### config.mk
export PLATFORM = sky130hd
export DESIGN_NAME = tlb_assoc
export DESIGN_NICKNAME = d
export VERILOG_FILES = /design/src/rtl/tlb_pkg.sv /design/src/rtl/tlb_line.sv /design/src/rtl/tlb_select.sv /design/src/rtl/tlb_victim.sv /design/src/rtl/tlb_assoc.sv
export SDC_FILE = /design/constraint.sdc
export NUM_CORES = 1
export LEC_CHECK = 0
export BUFFER_PORTS_ARGS = -buffer_cell sky130_fd_sc_hd__buf_2
export CAP_MARGIN = 20
export CELL_PAD_IN_SITES_DETAIL_PLACEMENT = 0
export CELL_PAD_IN_SITES_GLOBAL_PLACEMENT = 2
export CORE_MARGIN = 3
export CORE_UTILIZATION = 37
export CTS_CLUSTER_DIAMETER = 40
export DETAILED_ROUTE_END_ITERATION = 7
export HOLD_SLACK_MARGIN = 0.1
export PLACE_DENSITY_LB_ADDON = 0.05
export REMOVE_ABC_BUFFERS = 1
export SETUP_SLACK_MARGIN = 0.4
export SLEW_MARGIN = 40
export SYNTH_ARGS = -nofsm -noshare
export SYNTH_HDL_FRONTEND = slang
export SYNTH_HIERARCHICAL = 1
export SYNTH_SLANG_ARGS = --single-unit
### constraint.sdc
create_clock -name clk -period 3.2 [get_ports clk]
set_input_delay 0.32 -clock clk [delete_from_list [all_inputs] [get_ports clk]]
set_output_delay 0.32 -clock clk [all_outputs]
set_load 0.01 [all_outputs]
### src/rtl/tlb_pkg.sv
package tlb_pkg;

  localparam int MAX_LINES = 32;

  // Isolate the lowest set bit of a hit vector (priority to line 0).
  function automatic logic [MAX_LINES-1:0] lowest_one(input logic [MAX_LINES-1:0] v);
    return v & (~v + MAX_LINES'(1));
  endfunction

  // Round-robin successor with wrap at the line count.
  function automatic int unsigned rr_next(input int unsigned cur, input int unsigned n);
    return (cur + 1 >= n) ? 0 : cur + 1;
  endfunction

endpackage

### src/rtl/tlb_line.sv
module tlb_line #(
  parameter int PAGE_W  = 20,
  parameter int FRAME_W = 20
) (
  input  logic               clk,
  input  logic               rst_n,
  input  logic               flush,
  input  logic               wr,
  input  logic [PAGE_W-1:0]  wr_page,
  input  logic [FRAME_W-1:0] wr_frame,
  input  logic               wr_pvalid,
  input  logic               wr_wperm,
  input  logic [PAGE_W-1:0]  cmp_page,
  output logic               occ,
  output logic               hit,
  output logic [FRAME_W-1:0] rd_frame,
  output logic               rd_pvalid,
  output logic               rd_wperm
);

  logic [PAGE_W-1:0]  page_q;
  logic [FRAME_W-1:0] frame_q;
  logic               pvalid_q;
  logic               wperm_q;
  logic               occ_q;

  always_ff @(posedge clk) begin
    if (!rst_n)      occ_q <= 1'b0;
    else if (flush)  occ_q <= 1'b0;
    else if (wr)     occ_q <= 1'b1;
  end

  always_ff @(posedge clk) begin
    if (!rst_n) begin
      page_q   <= '0;
      frame_q  <= '0;
      pvalid_q <= 1'b0;
      wperm_q  <= 1'b0;
    end else if (wr && !flush) begin
      page_q   <= wr_page;
      frame_q  <= wr_frame;
      pvalid_q <= wr_pvalid;
      wperm_q  <= wr_wperm;
    end
  end

  assign occ       = occ_q;
  assign hit       = occ_q && (page_q == cmp_page);
  assign rd_frame  = frame_q;
  assign rd_pvalid = pvalid_q;
  assign rd_wperm  = wperm_q;

endmodule

### src/rtl/tlb_select.sv
module tlb_select
  import tlb_pkg::*;
#(
  parameter int NLINES  = 8,
  parameter int FRAME_W = 20
) (
  input  logic [NLINES-1:0]              hit_vec,
  input  logic [NLINES-1:0][FRAME_W-1:0] frames,
  input  logic [NLINES-1:0]              pvalids,
  input  logic [NLINES-1:0]              wperms,
  output logic [NLINES-1:0]              sel_onehot,
  output logic                           miss,
  output logic [FRAME_W-1:0]             frame,
  output logic                           pvalid,
  output logic                           wperm
);

  logic [MAX_LINES-1:0] wide_sel;

  assign wide_sel   = lowest_one(MAX_LINES'(hit_vec));
  assign sel_onehot = wide_sel[NLINES-1:0];
  assign miss       = (sel_onehot == '0);

  always_comb begin
    frame  = '0;
    pvalid = 1'b0;
    wperm  = 1'b0;
    for (int i = 0; i < NLINES; i++) begin
      frame  = frame | (frames[i] & {FRAME_W{sel_onehot[i]}});
      pvalid = pvalid | (pvalids[i] & sel_onehot[i]);
      wperm  = wperm | (wperms[i] & sel_onehot[i]);
    end
  end

endmodule

### src/rtl/tlb_victim.sv
module tlb_victim
  import tlb_pkg::*;
#(
  parameter int NLINES = 8,
  parameter int IDX_W  = 3
) (
  input  logic             clk,
  input  logic             rst_n,
  input  logic             step,
  output logic [IDX_W-1:0] victim
);

  logic [IDX_W-1:0] ptr_q;

  always_ff @(posedge clk) begin
    if (!rst_n)    ptr_q <= '0;
    else if (step) ptr_q <= IDX_W'(rr_next(int'(ptr_q), NLINES));
  end

  assign victim = ptr_q;

endmodule

### src/rtl/tlb_assoc.sv
module tlb_assoc
  import tlb_pkg::*;
#(
  parameter int NLINES  = 8,
  parameter int PAGE_W  = 20,
  parameter int FRAME_W = 20,
  localparam int IDX_W  = (NLINES > 1) ? $clog2(NLINES) : 1
) (
  input  logic               clk,
  input  logic               rst_n,
  input  logic               flush,
  input  logic [PAGE_W-1:0]  lk_page,
  output logic               lk_miss,
  output logic [FRAME_W-1:0] lk_frame,
  output logic               lk_pvalid,
  output logic               lk_wperm,
  input  logic               fill_we,
  input  logic [IDX_W-1:0]   fill_line,
  input  logic [PAGE_W-1:0]  fill_page,
  input  logic [FRAME_W-1:0] fill_frame,
  input  logic               fill_pvalid,
  input  logic               fill_wperm,
  output logic [IDX_W-1:0]   victim_line
);

  // Named internal events, visible to the bound checker.
  logic [NLINES-1:0]              wr_vec;
  logic [NLINES-1:0]              occ_vec;
  logic [NLINES-1:0]              hit_vec;
  logic [NLINES-1:0]              sel_onehot;
  logic [NLINES-1:0][FRAME_W-1:0] frame_vec;
  logic [NLINES-1:0]              pvalid_vec;
  logic [NLINES-1:0]              wperm_vec;
  logic                           fill_accept;

  assign fill_accept = fill_we && !flush;

  generate
    for (genvar g = 0; g < NLINES; g++) begin : g_line
      assign wr_vec[g] = fill_we && (fill_line == IDX_W'(g));

      tlb_line #(
        .PAGE_W (PAGE_W),
        .FRAME_W(FRAME_W)
      ) u_line (
        .clk      (clk),
        .rst_n    (rst_n),
        .flush    (flush),
        .wr       (wr_vec[g]),
        .wr_page  (fill_page),
        .wr_frame (fill_frame),
        .wr_pvalid(fill_pvalid),
        .wr_wperm (fill_wperm),
        .cmp_page (lk_page),
        .occ      (occ_vec[g]),
        .hit      (hit_vec[g]),
        .rd_frame (frame_vec[g]),
        .rd_pvalid(pvalid_vec[g]),
        .rd_wperm (wperm_vec[g])
      );
    end
  endgenerate

  tlb_select #(
    .NLINES (NLINES),
    .FRAME_W(FRAME_W)
  ) u_select (
    .hit_vec   (hit_vec),
    .frames    (frame_vec),
    .pvalids   (pvalid_vec),
    .wperms    (wperm_vec),
    .sel_onehot(sel_onehot),
    .miss      (lk_miss),
    .frame     (lk_frame),
    .pvalid    (lk_pvalid),
    .wperm     (lk_wperm)
  );

  tlb_victim #(
    .NLINES(NLINES),
    .IDX_W (IDX_W)
  ) u_victim (
    .clk   (clk),
    .rst_n (rst_n),
    .step  (fill_accept),
    .victim(victim_line)
  );

endmodule

==> run_results.csv <==
group,metric,value,unit
floorplan,dieArea,45200,sq um
power,powerDensity,614,nW/um^2
clock_tree,cts_inserted_buffers,67,
setup_path,start_kind,"flip-flop",
floorplan,coreArea,42000,sq um
timing,setup_viol,22,
timing,fmax,268,MHz
timing,finalWorstSetupSlack,-0.528,ns
global_route,grt_max_degree,128,
cells_and_area,post-route-util,48.4,%
min_path,hp-class,"in -> reg",
drt,routed_wl,52500,um
setup_path,max_stage_delay,0.46,ns
setup_path,crit_required,2.88,ns
yosys,synth_area_per_cell,8.35,sq um
setup_path,cp_max_fo,12,
clock_tree,clkSinkCount,347,
global_route,grt_pass1_vias,13400,
clock_tree,cts_buffer_depth,3,
drt,final_antenna_net_count,0,
cells_and_area,n_antenna_cell,0,
setup_path,crit_family,"simple AND/OR/NAND/NOR gates",
drt,viasPerCell,5.11,
setup_path,end_kind,"primary output",
cells_and_area,area_growth,29.0,%
cells_and_area,fin_nets,2125,
clock_tree,clkTransAtPathRegs,0.05,ns
yosys,synth_warnings,6,
floorplan,row_count,75,
power,ir_drop,0.000415,V
power,p_int,0.00976,W
drt,route.vias.total,13500,
setup_path,crit_arrival,3.41,ns
drt,drc,0,
global_route,grt_overflow,0,
timing,finalClockSkew,0.00146,ns
global_route,grtUsageTotal,23.3,%
timing,period_share,117,%
yosys,syn-cell-area,15800,sq um
power,power_switching,0.00275,W
placed_design,dpl.cell_count,2470,
timing,finalHoldViolCount,0,
setup_path,crit_chain,"xor2_1 -> nor4_1 -> buf_4 -> nand3_1 -> nor4_2 -> buf_4 -> nor2_1 -> and4b_1 -> buf_12 -> a222oi_1 -> buf_4 -> nand3_2 -> buf_6",
placed_design,dp_slack,-0.343,ns
placed_design,dpl.hpwl,32300,um
clock_tree,h-tree-depth,3,
yosys,synthCells,1892,
power,clkPwrFrac,59.5,%
flow_run,maxCapViolations,0,
clock_tree,cts_tree,"done",
global_route,antenna_found_initial,0,
status,violations,"negative setup slack",
power,p_leak,7.27,nW
drt,first_pass_iters,5,
setup_path,critPathBufInv,5,
drt,drt-wirelength-per-cell,19.8,um
drt,dr.first_iter.drc_count,865,
setup_path,cpMostUsedCell,"buf_4",
timing,slew_headroom,52.5,%
power,pwr-share-comb,5.2,%
timing,rsz0062_at_grt,"true",
floorplan,die_h,213,um
setup_path,cpMaxStageDelayCell,"a222oi_1",
power,totalPowerFinal,0.0125,W
cells_and_area,instances_no_fill,2646,
placed_design,place_congestion,0.765,
clock_tree,cts-root-buf,"clkbuf_16",
floorplan,io_pins,95,
power,p_seq_share,35.4,%
status,status,"finished, violations left",
floorplan,start_util,37.6,%
timing,min_period,3.73,ns
setup_path,setup.worst_path.class,"reg -> out",
power,swShare,22.0,%
global_route,grt_first_pass_wirelength,80800,um
clock_tree,clk_latency,0.56,ns
floorplan,chipWidth,213,um
timing,worst_pin_slew,0.713,ns
cells_and_area,layout-drive-gt1-share,16.9,%
timing,slew_viol_final,0,
placed_design,io_buffer_count,94,
worst min-delay path: stages:
cell      delay [ns]
buf_2           0.19
nand2_1         0.08
a21boi_0        0.07
layer usage:
metal | GRT usage, % | part of all wire, % | vias up
li1 | - | - | 6686
met1 | 33.1 | 48 | 6494
met2 | 37.2 | 46 | 281
met3 | 3.97 | 4.5 | 66
met4 | 5.16 | 1.8 | 0
met5 | 0 | 0 | -
area by class of cell:
cell class                      instances  area (sq um)
Fill cell                            4116         21700
Multi-Input combinational cell       1406          8390
Sequential cell                       347          6950
Inverter                                2          7.51
Clock inverter                         25           345
Tap cell                              539           674
Timing Repair Buffer                  231          1930
Clock buffer                           96          2060
metrics by stage:
step	TNS [ns]	area [sq um]	hold WS, ns
3_5_place_dp	-4.62	17300	0.453
5_1_grt	-13.12	20400	0.134
6_report	-9.28	20400	0.139
2_1_floorplan	-9.93	15100	0.396
3_3_place_gp	-4.42	17300	0.446
4_1_cts	-10.27	20300	0.105
power groups by stage:
stage / logic [W] / registers [W] / clock network (W)
2_1_floorplan: 0.000251 / 0.00450 / 0
3_3_place_gp: 0.000600 / 0.00451 / 0
3_5_place_dp: 0.000603 / 0.00451 / 0
4_1_cts: 0.000648 / 0.00442 / 0.00759
5_1_grt: 0.000708 / 0.00442 / 0.00779
6_report: 0.000649 / 0.00442 / 0.00744
state kept, by name, indices dropped and copies added (netlist names):
signal                   count
g_line.u_line/occ            8
g_line.u_line/page_q       160
g_line.u_line/rd_frame     160
g_line.u_line/rd_pvalid      8
g_line.u_line/rd_wperm       8
u_victim/victim              3
final timing paths:
path                                  from                             to  slack [ns]  depth (start not counted)
min reg2reg  g_line[0].u_line/rd_frame[12]  g_line[0].u_line/rd_frame[12]        0.46                          2
max reg2reg             u_victim/victim[0]             u_victim/victim[2]        2.15                          3
max            g_line[4].u_line/page_q[12]                      lk_pvalid       -0.53                         13
min                          fill_page[17]    g_line[3].u_line/page_q[17]        0.14                          3
repair_timing:
action | CTS | global route
hold buffers | 41 | 0
setup endpoints to repair | 23 | 23
hold endpoints to repair | 289 | 0
gates resized for setup | 26 | 9
pin swaps | 18 | 14
setup buffers | 8 | 5
cloned | 0 | 0
cell usage in the layout, fill, tap and decap left out, drive strengths merged, types with 2 or more instances in the layout:
| master | n |
|---|---|
| nor2b | 10 |
| nand2 | 673 |
| xor2 | 64 |
| and4b | 4 |
| nand4 | 24 |
| nor2 | 11 |
| clkbuf | 97 |
| o21ai | 22 |
| a222oi | 21 |
| dfxtp | 347 |
| buf | 189 |
| nor3b | 8 |
| xnor2 | 97 |
| a221o | 22 |
| nor4b | 2 |
| a21boi | 336 |
| clkinvlp | 2 |
| nand3 | 30 |
| and3 | 13 |
| nor4 | 25 |
| nand2b | 8 |
| clkinv | 14 |
| and4 | 2 |
| bufinv | 8 |
| a22oi | 22 |
| dlygate4sd3 | 41 |
| and4bb | 3 |
| inv | 3 |
No activity file was read; power rests on OpenSTA's default activity.
